File: src/rtl/dbg_evt_pkg.sv
package dbg_evt_pkg;
  localparam int unsigned N_IAC   = 4;
  localparam int unsigned N_DAC   = 2;
  localparam int unsigned N_CORE  = 4;               // complete, branch, exception, trap
  localparam int unsigned N_CMP   = N_IAC + N_DAC;
  localparam int unsigned N_PIPE  = N_CORE + N_CMP;  // strobes on evt_i
  localparam int unsigned N_EVT   = N_PIPE + 1;      // plus unconditional
  localparam int unsigned ST_W    = N_EVT + 1;       // plus imprecise
  localparam int unsigned B_ICMP  = 0;
  localparam int unsigned B_UNC   = N_CORE;
  localparam int unsigned B_CMP0  = N_CORE + 1;
  localparam int unsigned B_IMP   = N_EVT;

  typedef enum logic [1:0] {
    ACT_RECORD = 2'd0,
    ACT_IRQ    = 2'd1,
    ACT_HALT   = 2'd2,
    ACT_WAIT   = 2'd3
  } dbg_act_e;
endpackage

File: src/rtl/dbg_evt_gate.sv
module dbg_evt_gate
  import dbg_evt_pkg::*;
(
  input  logic [N_PIPE-1:0] evt_i,
  input  logic              uncond_i,
  input  logic [N_CORE:0]   en_core_i,
  input  logic [N_CMP-1:0]  en_cmp_i,
  input  logic              int_mode_i,
  input  logic              ext_mode_i,
  input  logic              msr_de_i,
  output logic [N_EVT-1:0]  hit_o
);
  logic icmp_block;
  assign icmp_block = int_mode_i & ~ext_mode_i & ~msr_de_i;

  for (genvar i = 0; i < N_CORE; i++) begin : g_core
    if (i == B_ICMP) begin : g_icmp
      assign hit_o[i] = evt_i[i] & en_core_i[i] & ~icmp_block;
    end else begin : g_plain
      assign hit_o[i] = evt_i[i] & en_core_i[i];
    end
  end

  assign hit_o[B_UNC] = uncond_i & en_core_i[N_CORE];

  for (genvar c = 0; c < N_CMP; c++) begin : g_cmp
    assign hit_o[B_CMP0+c] = evt_i[N_CORE+c] & en_cmp_i[c];
  end
endmodule

File: src/rtl/dbg_status_reg.sv
module dbg_status_reg
  import dbg_evt_pkg::*;
(
  input  logic             clk_i,
  input  logic             rst_ni,
  input  logic [N_EVT-1:0] hit_i,
  input  logic             msr_de_i,
  input  logic             clr_we_i,
  input  logic [ST_W-1:0]  clr_mask_i,
  output logic [ST_W-1:0]  status_o,
  output logic             any_evt_o
);
  logic [ST_W-1:0] set_v;
  logic [ST_W-1:0] clr_v;
  logic [ST_W-1:0] st_q;

  assign set_v = {(|hit_i) & ~msr_de_i, hit_i};
  assign clr_v = clr_we_i ? clr_mask_i : '0;

  for (genvar b = 0; b < ST_W; b++) begin : g_bit
    always_ff @(posedge clk_i or negedge rst_ni) begin
      if (!rst_ni)       st_q[b] <= 1'b0;
      else if (set_v[b]) st_q[b] <= 1'b1;   // new event beats clear
      else if (clr_v[b]) st_q[b] <= 1'b0;
    end
  end

  assign status_o  = st_q;
  assign any_evt_o = |st_q[N_EVT-1:0];
endmodule

File: src/rtl/dbg_action_ctrl.sv
module dbg_action_ctrl
  import dbg_evt_pkg::*;
(
  input  logic clk_i,
  input  logic rst_ni,
  input  logic hit_any_i,
  input  logic int_mode_i,
  input  logic ext_mode_i,
  input  logic wait_mode_i,
  input  logic msr_de_i,
  input  logic resume_i,
  input  logic wake_irq_i,
  input  logic any_evt_i,
  output logic irq_o,
  output logic halt_o
);
  dbg_act_e act;
  logic halt_q, wait_q, pend_q;
  logic halt_d, wait_d, pend_d, release_w;

  always_comb begin
    if (ext_mode_i)                    act = ACT_HALT;
    else if (int_mode_i)               act = ACT_IRQ;
    else if (wait_mode_i)              act = ACT_WAIT;
    else                               act = ACT_RECORD;
  end

  assign release_w = wait_q ? wake_irq_i : resume_i;

  always_comb begin
    halt_d = halt_q & ~release_w;
    wait_d = wait_q & halt_d;
    if (hit_any_i && (act == ACT_HALT || act == ACT_WAIT)) begin
      halt_d = 1'b1;
      wait_d = (act == ACT_WAIT);
    end
    pend_d = pend_q & any_evt_i;        // withdrawn once status events clear
    if (hit_any_i && int_mode_i) pend_d = 1'b1;
  end

  always_ff @(posedge clk_i or negedge rst_ni) begin
    if (!rst_ni) begin
      halt_q <= 1'b0;
      wait_q <= 1'b0;
      pend_q <= 1'b0;
    end else begin
      halt_q <= halt_d;
      wait_q <= wait_d;
      pend_q <= pend_d;
    end
  end

  assign halt_o = halt_q;
  assign irq_o  = pend_q & msr_de_i & ~halt_q;
endmodule

File: src/rtl/dbg_event_ctrl.sv
module dbg_event_ctrl
  import dbg_evt_pkg::*;
(
  input  logic              clk_i,
  input  logic              rst_ni,
  input  logic [N_PIPE-1:0] evt_i,
  input  logic              uncond_req_i,
  input  logic [N_CORE:0]   en_core_i,
  input  logic [N_CMP-1:0]  en_cmp_i,
  input  logic              int_mode_i,
  input  logic              ext_mode_i,
  input  logic              wait_mode_i,
  input  logic              msr_de_i,
  input  logic              resume_i,
  input  logic              wake_irq_i,
  input  logic              clr_we_i,
  input  logic [ST_W-1:0]   clr_mask_i,
  output logic              dbg_irq_o,
  output logic              halt_o,
  output logic [ST_W-1:0]   status_o
);
  logic [N_EVT-1:0] hit;
  logic             any_evt;

  dbg_evt_gate u_gate (
    .evt_i      (evt_i),
    .uncond_i   (uncond_req_i),
    .en_core_i  (en_core_i),
    .en_cmp_i   (en_cmp_i),
    .int_mode_i (int_mode_i),
    .ext_mode_i (ext_mode_i),
    .msr_de_i   (msr_de_i),
    .hit_o      (hit)
  );

  dbg_status_reg u_status (
    .clk_i      (clk_i),
    .rst_ni     (rst_ni),
    .hit_i      (hit),
    .msr_de_i   (msr_de_i),
    .clr_we_i   (clr_we_i),
    .clr_mask_i (clr_mask_i),
    .status_o   (status_o),
    .any_evt_o  (any_evt)
  );

  dbg_action_ctrl u_action (
    .clk_i       (clk_i),
    .rst_ni      (rst_ni),
    .hit_any_i   (|hit),
    .int_mode_i  (int_mode_i),
    .ext_mode_i  (ext_mode_i),
    .wait_mode_i (wait_mode_i),
    .msr_de_i    (msr_de_i),
    .resume_i    (resume_i),
    .wake_irq_i  (wake_irq_i),
    .any_evt_i   (any_evt),
    .irq_o       (dbg_irq_o),
    .halt_o      (halt_o)
  );
endmodule

File: config.mk
export PLATFORM = sky130hd
export DESIGN_NAME = dbg_event_ctrl
export DESIGN_NICKNAME = d
export VERILOG_FILES = /design/src/rtl/dbg_evt_pkg.sv /design/src/rtl/dbg_evt_gate.sv /design/src/rtl/dbg_status_reg.sv /design/src/rtl/dbg_action_ctrl.sv /design/src/rtl/dbg_event_ctrl.sv
export SDC_FILE = /design/constraint.sdc
export NUM_CORES = 1
export LEC_CHECK = 0
export ABC_CLOCK_PERIOD_IN_PS = 1230
export BUFFER_PORTS_ARGS = -buffer_cell sky130_fd_sc_hd__buf_2
export CORE_UTILIZATION = 37
export DETAILED_ROUTE_END_ITERATION = 8
export GPL_ROUTABILITY_DRIVEN = 0
export PLACE_DENSITY = 0.82
export RECOVER_POWER = 100
export SETUP_SLACK_MARGIN = 0.5
export SLEW_MARGIN = 30
export SYNTH_ARGS = -nofsm -noshare
export SYNTH_HDL_FRONTEND = slang
export SYNTH_SLANG_ARGS = --single-unit
File: constraint.sdc
create_clock -name clk_i -period 1.23 [get_ports clk_i]
set_input_delay 0.0615 -clock clk_i [delete_from_list [all_inputs] [get_ports clk_i]]
set_output_delay 0.0615 -clock clk_i [all_outputs]
set_load 0.01 [all_outputs]
==> impl_metrics.py, run 1 <==
metrics = {
    "critical_path": {
        "cp_max_fo": 3,
        "crit_path_end": "u_action.pend_q",
        "r2r_cells": 3,
        "crit_arrival_ns": 1.30,
        "cp_slowest_cell": "dfrtp_1",
        "critPathLaunchType": "flop",
        "critPathMaxStageDelay_ns": 0.41,
        "crit_type": "flop to flop",
        "reg2reg_slack_ns": 0.11,
        "rr_startpoint": "u_status.status_o[4]",
        "cp.required_ns": 1.41,
        "crit_chain": "nor4_1 -> nand3_1 -> a22o_1",
        "cp-end-kind": "flop",
        "setup.worst_path.start": "u_status.status_o[4]",
        "timing.rr.end": "u_action.pend_q",
    },
    "cts": {
        "clockBufferDepth": 2,
        "clk_latency_ns": 0.28,
        "cts_tree": "done",
        "numCtsBuffers": 3,
        "clk_pin_slew_ns": 0.09,
        "cts-root-buf": "clkbuf_4",
        "clkSinkCount": 15,
        "h-tree-depth": 1,
    },
    "sta": {
        "relSlewSlack_pct": 47.22,
        "tightest_slew_ns": 0.7917,
        "fin_tns_setup_ns": 0,
        "skew_ns": 0.008811,
        "setup_viol": 0,
        "fin_crit_sh_pct": 91.42,
        "period_needed_ns": 1.125,
        "hold_viol": 0,
        "rsz0062_at_grt": "yes",
        "timing.hold.ws_ns": 0.008379,
        "max_freq_ghz": 0.8893,
        "maxSlewViolCount": 0,
    },
    "logic_synthesis": {
        "syn_avg_cell_area_um2": 10.49,
        "synthCells": 68,
        "yosysUniqueCellTypes": 18,
        "synth-seq-cells": 15,
        "syn_area_um2": 713.2,
        "syn_nets": 111,
        "synth_seq_area_share_pct": 52.63,
        "yosysWarnings": 0,
    },
    "grt": {
        "grt.total_usage_pct": 23.27,
        "grt_pass1_vias": 864,
        "grt_max_degree": 16,
        "antenna_found_initial": 0,
        "grt_pass1_wl_um": 3429,
        "grt.overflow.total": 0,
    },
    "power_and_ir_drop": {
        "p_leak_nw": 0.5367,
        "powerDensity_nw_per_um2": 1043,
        "ir_drop_v": 0.0006999,
    },
    "cells_and_area": {
        "n_fill_cell": 171,
        "area_growth_pct": 58.42,
        "final-seq-area_um2": 375.4,
        "layout-drive-gt1-share_pct": 40.88,
        "antennaDiodeCount": 0,
        "final_cell_mix": "buf_2 (41), clkbuf_1 (20), nand2_1 (18)",
        "multiInputGateArea_um2": 366.6,
        "layout.nets": 181,
        "layout_commonest_cell": "buf_2",
    },
    "die": {
        "core_area_um2": 1764,
        "ioPinCount": 57,
        "dieArea_um2": 2107,
        "start_util_pct": 40.43,
        "fp.dieW_um": 45.91,
        "std_cell_rows": 15,
        "die_h_um": 45.91,
    },
    "route": {
        "dr.pass1.iters": 4,
        "drc": 0,
        "wl_per_cell_um": 14.28,
        "vias_per_cell": 5.142,
        "vias": 833,
        "wirelength_um": 2314,
        "drt_iter0_drc": 3,
        "ant_nets": 0,
    },
    "outcome": {
        "status": "complete, no violations",
    },
    "job": {
        "max_cap_viol_count": 0,
    },
    "placement": {
        "dp.final_hpwl_um": 1780,
        "numPortBuffers": 56,
    },
    "min_path": {
        "hp-class": "input port to flop",
    },
}
## flip-flops by register name (all words and copies together) (netlist names)
register,flops
u_status.status_o,12
u_action.halt_o,1
u_action.pend_q,1
u_action.wait_q,1
## per-stage QoR
stage               total power [mW]  util (%)  worst slack [ns]  area (µm²)  instances
CTS                            1.223     66.45            0.1317        1172        161
global route                   1.248     64.04           0.04584        1130        162
finish                         1.178     64.04            0.1055        1130        162
global placement              0.8640     59.36           0.07520        1047        150
detailed placement            0.8778     59.36           0.03075        1047        150
floorplan                     0.7016         -            0.1449       724.4         68
## critical path: cells and delay by family (launching register included)
kind             cells  cell delay [ns]
flip-flops           1             0.41
AND/OR/NAND/NOR      2             0.40
AO/OA/AOI/OAI        1             0.22
## layout make-up
| type | count | area share (%) |
|---|---|---|
| Tap cell | 25 | 2.769 |
| Timing Repair Buffer | 66 | 29.24 |
| Clock buffer | 4 | 2.326 |
| Multi-Input combinational cell | 52 | 32.45 |
| Sequential cell | 15 | 33.22 |
## per-layer routing
layer / global-route usage [%] / share of wire [%] / wire, µm
met5: 0 / 0 / 0
met4: 12.94 / 2.4 / 55
met3: 4.762 / 4.5 / 104
met2: 43.94 / 57 / 1329
met1: 23.02 / 36 / 825
## synth_stat cells
library cell	number	area share, %
and2b_1	1	1.1
nand2_1	18	9.5
mux2i_1	1	1.4
a22o_1	12	15
nor3_1	2	1.4
nor3b_2	1	1.8
o31ai_1	1	1.1
nand3_1	1	0.70
a22oi_1	3	3.2
a22oi_2	2	3.5
clkbuf_1	1	0.53
o211ai_2	1	1.8
o21ai_0	3	2.1
nand3b_1	1	1.1
nor4_1	2	1.8
or3_1	1	0.88
nor2_1	2	1.1
dfrtp_1	15	53
## repair_timing
item,4_1_cts,5_1_grt
gates resized for setup,10,8
endpoints found under the hold margin,15,0
setup buffers,6,1
pin swaps,3,5
hold buffers,1,0
endpoints found under the setup margin,18,27
## how the worst min path moves through the flow
stage / start / to / slack, ns / cells after the start
floorplan: rst_ni / u_action.halt_o / -0.23 / 0
global placement: rst_ni / u_status.status_o[6] / -0.02 / 1
detailed placement: rst_ni / u_action.wait_q / -0.02 / 1
CTS: en_cmp_i[1] / u_status.status_o[6] / 0.01 / 2
global route: msr_de_i / u_status.status_o[11] / -0.005 / 2
finish: ext_mode_i / u_action.wait_q / 0.008 / 2
## cell families after synthesis
family / count (synthesis) / synth area share (%)
AND/OR/NAND/NOR: 29 / 19.12
AO/OA/AOI/OAI: 22 / 26.31
flip-flops: 15 / 52.63
multiplexers: 1 / 1.404
buffers and inverters: 1 / 0.5258
## power breakdown
part | switching [mW] | total [mW] | internal, mW | leakage (nW)
registers | 0.0429 | 0.585 | 0.542 | 0.167
logic | 0.159 | 0.315 | 0.156 | 0.354
clock network | 0.152 | 0.278 | 0.126 | 0.0150
total | 0.354 | 1.18 | 0.824 | 0.537
No activity file was read; power rests on OpenSTA's default activity.
==> run 2, diff against run 1 <==
--- a/config.mk
+++ b/config.mk
@@ -11,7 +11,7 @@
 export DETAILED_ROUTE_END_ITERATION = 8
 export GPL_ROUTABILITY_DRIVEN = 0
 export PLACE_DENSITY = 0.82
-export RECOVER_POWER = 100
+export RECOVER_POWER = 25
 export SETUP_SLACK_MARGIN = 0.5
 export SLEW_MARGIN = 30
 export SYNTH_ARGS = -nofsm -noshare
==> run 2 against run 1 <==
Against the previous run:
- clock skew down 0.0022 ns
- sequential power hardly changed
- global-route usage did not move
- power rose by 5.0%
- non-clock buffer count stayed put
- final cell count is the same
- die area stayed put
- sequential cell count unchanged
- critical path type unchanged
- critical endpoint unchanged
==> impl_metrics.py, run 2 (same netlist as run 1, synthesis figures left out) <==
metrics = {
    "die": {
        "core_area_um2": 1764,
        "std_cell_rows": 15,
        "die_h_um": 45.91,
        "ioPinCount": 57,
        "fp.dieW_um": 45.91,
        "dieArea_um2": 2107,
        "start_util_pct": 40.43,
    },
    "power_and_ir_drop": {
        "p_leak_nw": 0.6082,
        "total_power_mw": 1.237,
        "p_int_uw": 875.1,
        "p_comb_share_pct": 30.1,
        "netSwitchingPower_uw": 362.2,
        "powerDensity_nw_per_um2": 1019,
        "p_seq_share_pct": 47.4,
        "ir_drop_v": 0.0007159,
        "power_frac_clock_pct": 22.4,
        "sw_frac_of_total_pct": 29.28,
    },
    "grt": {
        "met2_usage_pct": 43.94,
        "grt-busiest-layer": "met2",
        "grt.overflow.total": 0,
        "grt_pass1_vias": 864,
        "antenna_found_initial": 0,
        "use_met1_pct": 23.02,
        "use_met3_pct": 4.762,
        "grt_pass1_wl_um": 3429,
        "grt.total_usage_pct": 23.27,
        "grt_max_degree": 16,
    },
    "route": {
        "drc": 0,
        "drt_iter0_drc": 5,
        "ant_nets": 0,
        "dr.pass1.iters": 4,
        "wirelength_um": 2332,
        "vias": 840,
        "vias_per_cell": 5.185,
        "wl_per_cell_um": 14.40,
    },
    "cts": {
        "clockBufferDepth": 2,
        "clk_latency_ns": 0.28,
        "cts_tree": "done",
        "h-tree-depth": 1,
        "clk_pin_slew_ns": 0.09,
        "clkSinkCount": 15,
        "cts-root-buf": "clkbuf_4",
        "numCtsBuffers": 3,
    },
    "cells_and_area": {
        "antennaDiodeCount": 0,
        "final_cell_mix": "buf_2 (52), nand2_1 (18), dfrtp_1 (15)",
        "final_cell_count_no_fill": 162,
        "layout-drive-gt1-share_pct": 56.20,
        "fin_util_pct": 68.79,
        "largest_register_ffs": 12,
        "area_growth_pct": 70.17,
        "n_fill_cell": 155,
        "final_area_um2": 1214,
        "layout_commonest_cell": "buf_2",
        "layout.nets": 181,
    },
    "sta": {
        "skew_ns": 0.006587,
        "maxSlewViolCount": 0,
        "rsz0062_at_grt": "yes",
        "period_needed_ns": 1.115,
        "setup_viol": 0,
        "worst_slack_ns": 0.1151,
        "relSlewSlack_pct": 47.04,
        "hold_viol": 0,
        "timing.hold.ws_ns": 0.02194,
        "max_freq_ghz": 0.8970,
        "fin_tns_setup_ns": 0,
        "tightest_slew_ns": 0.7944,
        "fin_crit_sh_pct": 90.64,
    },
    "placement": {
        "dp.final_hpwl_um": 1780,
        "numPortBuffers": 56,
        "placed_area_um2": 1047,
        "place_ws_ns": 0.03075,
        "placedCellCount": 150,
    },
    "critical_path": {
        "cp-end-kind": "flop",
        "crit_type": "flop to flop",
        "timing.rr.end": "u_action.pend_q",
        "r2r_cells": 3,
        "reg2reg_slack_ns": 0.12,
        "cp_max_fo": 3,
        "cp.required_ns": 1.40,
        "rr_startpoint": "u_status.status_o[4]",
        "critPathLaunchType": "flop",
        "crit_arrival_ns": 1.29,
    },
    "outcome": {
        "status": "complete, no violations",
    },
    "job": {
        "max_cap_viol_count": 0,
    },
    "min_path": {
        "whs_path_depth": 2,
        "hp-class": "input port to flop",
        "hold_end": "u_status.status_o[6]",
        "min_from": "en_cmp_i[1]",
    },
}
[run 2: cell count changes in the layout (fill, tap and decap cells not counted), sizes merged]
cell	before	now
buf	45	64
clkdlybuf4s25	1	0
clkbuf	23	5
[run 2: area by class of cell]
cell class / count / area (µm²) / area share [%]
Timing Repair Buffer: 66 / 397.9 / 32.78
Multi-Input combinational cell: 52 / 382.9 / 31.55
Sequential cell: 15 / 375.4 / 30.93
Clock buffer: 4 / 26.28 / 2.165
Tap cell: 25 / 31.28 / 2.577
[run 2: metal layers]
layer,part of all wire (%),vias up,wire length (µm)
met1,36,398,836
met3,4.6,6,107
met5,0,-,0
met4,2.3,0,54
met2,57,36,1334
li1,-,400,-
[run 2: timing repair]
| item | CTS | global route |
|---|---|---|
| gates resized for setup | 10 | 8 |
| gates cloned | 0 | 0 |
| hold buffers | 1 | 0 |
| setup endpoints to repair | 18 | 27 |
| buffers inserted | 6 | 1 |
| pin swaps | 3 | 5 |
| hold endpoints to repair | 15 | 0 |
[run 2: worst max path at each step]
| stage | start | to | depth (start not counted) |
|---|---|---|---|
| after detailed placement | msr_de_i | u_action.pend_q | 5 |
| after global routing | u_status.status_o[1] | u_action.pend_q | 3 |
| after CTS | u_status.status_o[5] | u_action.pend_q | 3 |
| after floorplan | u_status.status_o[10] | u_action.pend_q | 3 |
| final | u_status.status_o[4] | u_action.pend_q | 3 |
| after global placement | u_status.status_o[10] | u_action.pend_q | 3 |
[run 2: critical path: stages (launching register included)]
cell and delay, ns:
dfrtp_1 0.41, nor4_1 0.28, nand3_1 0.12, a22o_1 0.22
[run 2: power groups by stage]
stage	registers, mW	clock network, mW	logic [mW]
finish	0.587	0.277	0.373
global route	0.591	0.315	0.401
CTS	0.584	0.288	0.350
detailed placement	0.595	0	0.283
global placement	0.591	0	0.273
floorplan	0.610	0	0.0917
==> run 3, diff against run 2 <==
--- a/config.mk
+++ b/config.mk
@@ -7,6 +7,7 @@
 export LEC_CHECK = 0
 export ABC_CLOCK_PERIOD_IN_PS = 1230
 export BUFFER_PORTS_ARGS = -buffer_cell sky130_fd_sc_hd__buf_2
+export CORE_ASPECT_RATIO = 0.7
 export CORE_UTILIZATION = 37
 export DETAILED_ROUTE_END_ITERATION = 8
 export GPL_ROUTABILITY_DRIVEN = 0
==> run 3 against run 2 <==
Against the previous run:
- die area up 0.12%
- hold slack lost 0.0018 ns
- combinational power about the same
- global-route usage shrank 0.53 points
- final area rose by 3.4%
- critical path depth unchanged
- setup slack worse by 0.053 ns
- via count is 2.3% higher
- clock-buffer cell count shrank 1
- final cell count unchanged
==> impl_metrics.py, run 3 (same netlist as run 1, synthesis figures left out) <==
metrics = {
    "cells_and_area": {
        "final_cell_mix": "buf_2 (48), nand2_1 (18), dfrtp_1 (15)",
        "area_growth_pct": 75.96,
        "final-seq-area_um2": 375.4,
        "n_fill_cell": 134,
        "final_cell_count_no_fill": 162,
        "layout-drive-gt1-share_pct": 55.32,
        "antennaDiodeCount": 0,
        "layout.nets": 185,
        "fin_util_pct": 73.97,
        "layout_commonest_cell": "buf_2",
        "multiInputGateArea_um2": 372.9,
        "largest_register_ffs": 12,
    },
    "placement": {
        "numPortBuffers": 56,
        "dp.final_hpwl_um": 1783,
        "placedCellCount": 146,
    },
    "critical_path": {
        "cp_slowest_cell": "dfrtp_1",
        "crit_buf_inv": 0,
        "crit_chain": "nor4_2 -> nand3_1 -> a22o_1",
        "crit_type": "flop to flop",
        "critPathMaxStageDelay_ns": 0.40,
        "critPathLaunchType": "flop",
        "cp_top_family": "simple AND/OR/NAND/NOR gates",
        "cp-end-kind": "flop",
        "cp.required_ns": 1.42,
        "cp_max_fo": 2,
        "crit_arrival_ns": 1.35,
    },
    "route": {
        "drc": 0,
        "wirelength_um": 2346,
        "ant_nets": 0,
        "vias": 859,
        "vias_per_cell": 5.302,
        "drt_iter0_drc": 7,
        "wl_per_cell_um": 14.48,
        "dr.pass1.iters": 4,
    },
    "sta": {
        "period_needed_ns": 1.168,
        "relSlewSlack_pct": 48.97,
        "fin_tns_setup_ns": 0,
        "hold_viol": 0,
        "max_freq_ghz": 0.8564,
        "fin_crit_sh_pct": 94.94,
        "timing.hold.ws_ns": 0.02019,
        "maxSlewViolCount": 0,
        "setup_viol": 0,
        "tightest_slew_ns": 0.7655,
        "skew_ns": 0.01267,
        "rsz0062_at_grt": "yes",
    },
    "grt": {
        "grt.overflow.total": 0,
        "antenna_found_initial": 0,
        "grt_max_degree": 16,
        "grt_pass1_wl_um": 3125,
        "grt_pass1_vias": 764,
        "grt.total_usage_pct": 22.74,
    },
    "power_and_ir_drop": {
        "ir_drop_v": 0.0007950,
        "p_leak_nw": 0.6349,
        "total_power_mw": 1.239,
        "powerDensity_nw_per_um2": 986.9,
    },
    "die": {
        "dieArea_um2": 2110,
        "start_util_pct": 42.04,
        "fp.dieW_um": 54.48,
        "ioPinCount": 57,
        "std_cell_rows": 12,
        "core_area_um2": 1697,
        "die_h_um": 38.73,
    },
    "cts": {
        "numCtsBuffers": 3,
        "clockBufferDepth": 2,
        "cts-root-buf": "clkbuf_4",
        "clk_latency_ns": 0.29,
        "clk_pin_slew_ns": 0.10,
        "h-tree-depth": 1,
        "cts_tree": "done",
        "clkSinkCount": 15,
    },
    "min_path": {
        "hp-class": "input port to flop",
    },
    "job": {
        "max_cap_viol_count": 0,
    },
    "outcome": {
        "status": "complete, no violations",
    },
}
==> run 3: cell count changes in the layout (fill, tap and decap cells not counted), sizes merged <==
cell | before | now
clkbuf | 5 | 4
buf | 64 | 65
clkinv | 0 | 1
dlygate4sd3 | 1 | 4
==> run 3: worst paths after layout <==
check	from	to	slack (ns)	cells past startpoint
max	u_status.status_o[2]	u_action.pend_q	0.06	3
min	evt_i[9]	u_status.status_o[10]	0.02	2
max reg2reg	u_status.status_o[2]	u_action.pend_q	0.06	3
min reg2reg	u_status.status_o[11]	u_status.status_o[11]	0.50	2
max in group asynchronous	rst_ni	u_status.status_o[3]	0.39	2
min in group asynchronous	rst_ni	u_status.status_o[11]	0.35	2
==> run 3: layout make-up <==
class                           instances  share of cell area [%]
Timing Repair Buffer                   70                   36.09
Sequential cell                        15                   29.91
Multi-Input combinational cell         52                   29.71
Tap cell                               21                   2.094
Clock buffer                            3                   1.795
Clock inverter                          1                  0.3988
==> run 3: routing by layer <==
metal  GRT usage [%]  share of wire, %  vias to the layer above
met4           6.410               1.2                        0
met2           43.60                50                       51
met5               0                 0                        -
met3           9.412               8.0                        4
li1                -                 -                      405
met1           22.22                41                      399
==> run 3: power by group <==
part	switching [mW]	leakage [nW]	internal, mW
clock	0.159	0.0177	0.121
sequential	0.0421	0.167	0.542
combinational	0.164	0.450	0.211
total	0.364	0.635	0.874
==> run 3: stage by stage <==
step | instance area (µm²) | setup WS (ns)
finish | 1255 | 0.06229
floorplan | 724.4 | 0.1449
global route | 1255 | 0.04481
CTS | 1144 | 0.03658
detailed placement | 1042 | -0.02312
global placement | 1042 | 0.06478
==> run 3: timing repair <==
item / in CTS / in global routing
pin swaps: 6 / 9
hold buffers: 1 / 3
gates resized for setup: 7 / 13
endpoints found under the setup margin: 21 / 27
endpoints found under the hold margin: 15 / 3
buffers inserted: 4 / 4
gates cloned: 0 / 0
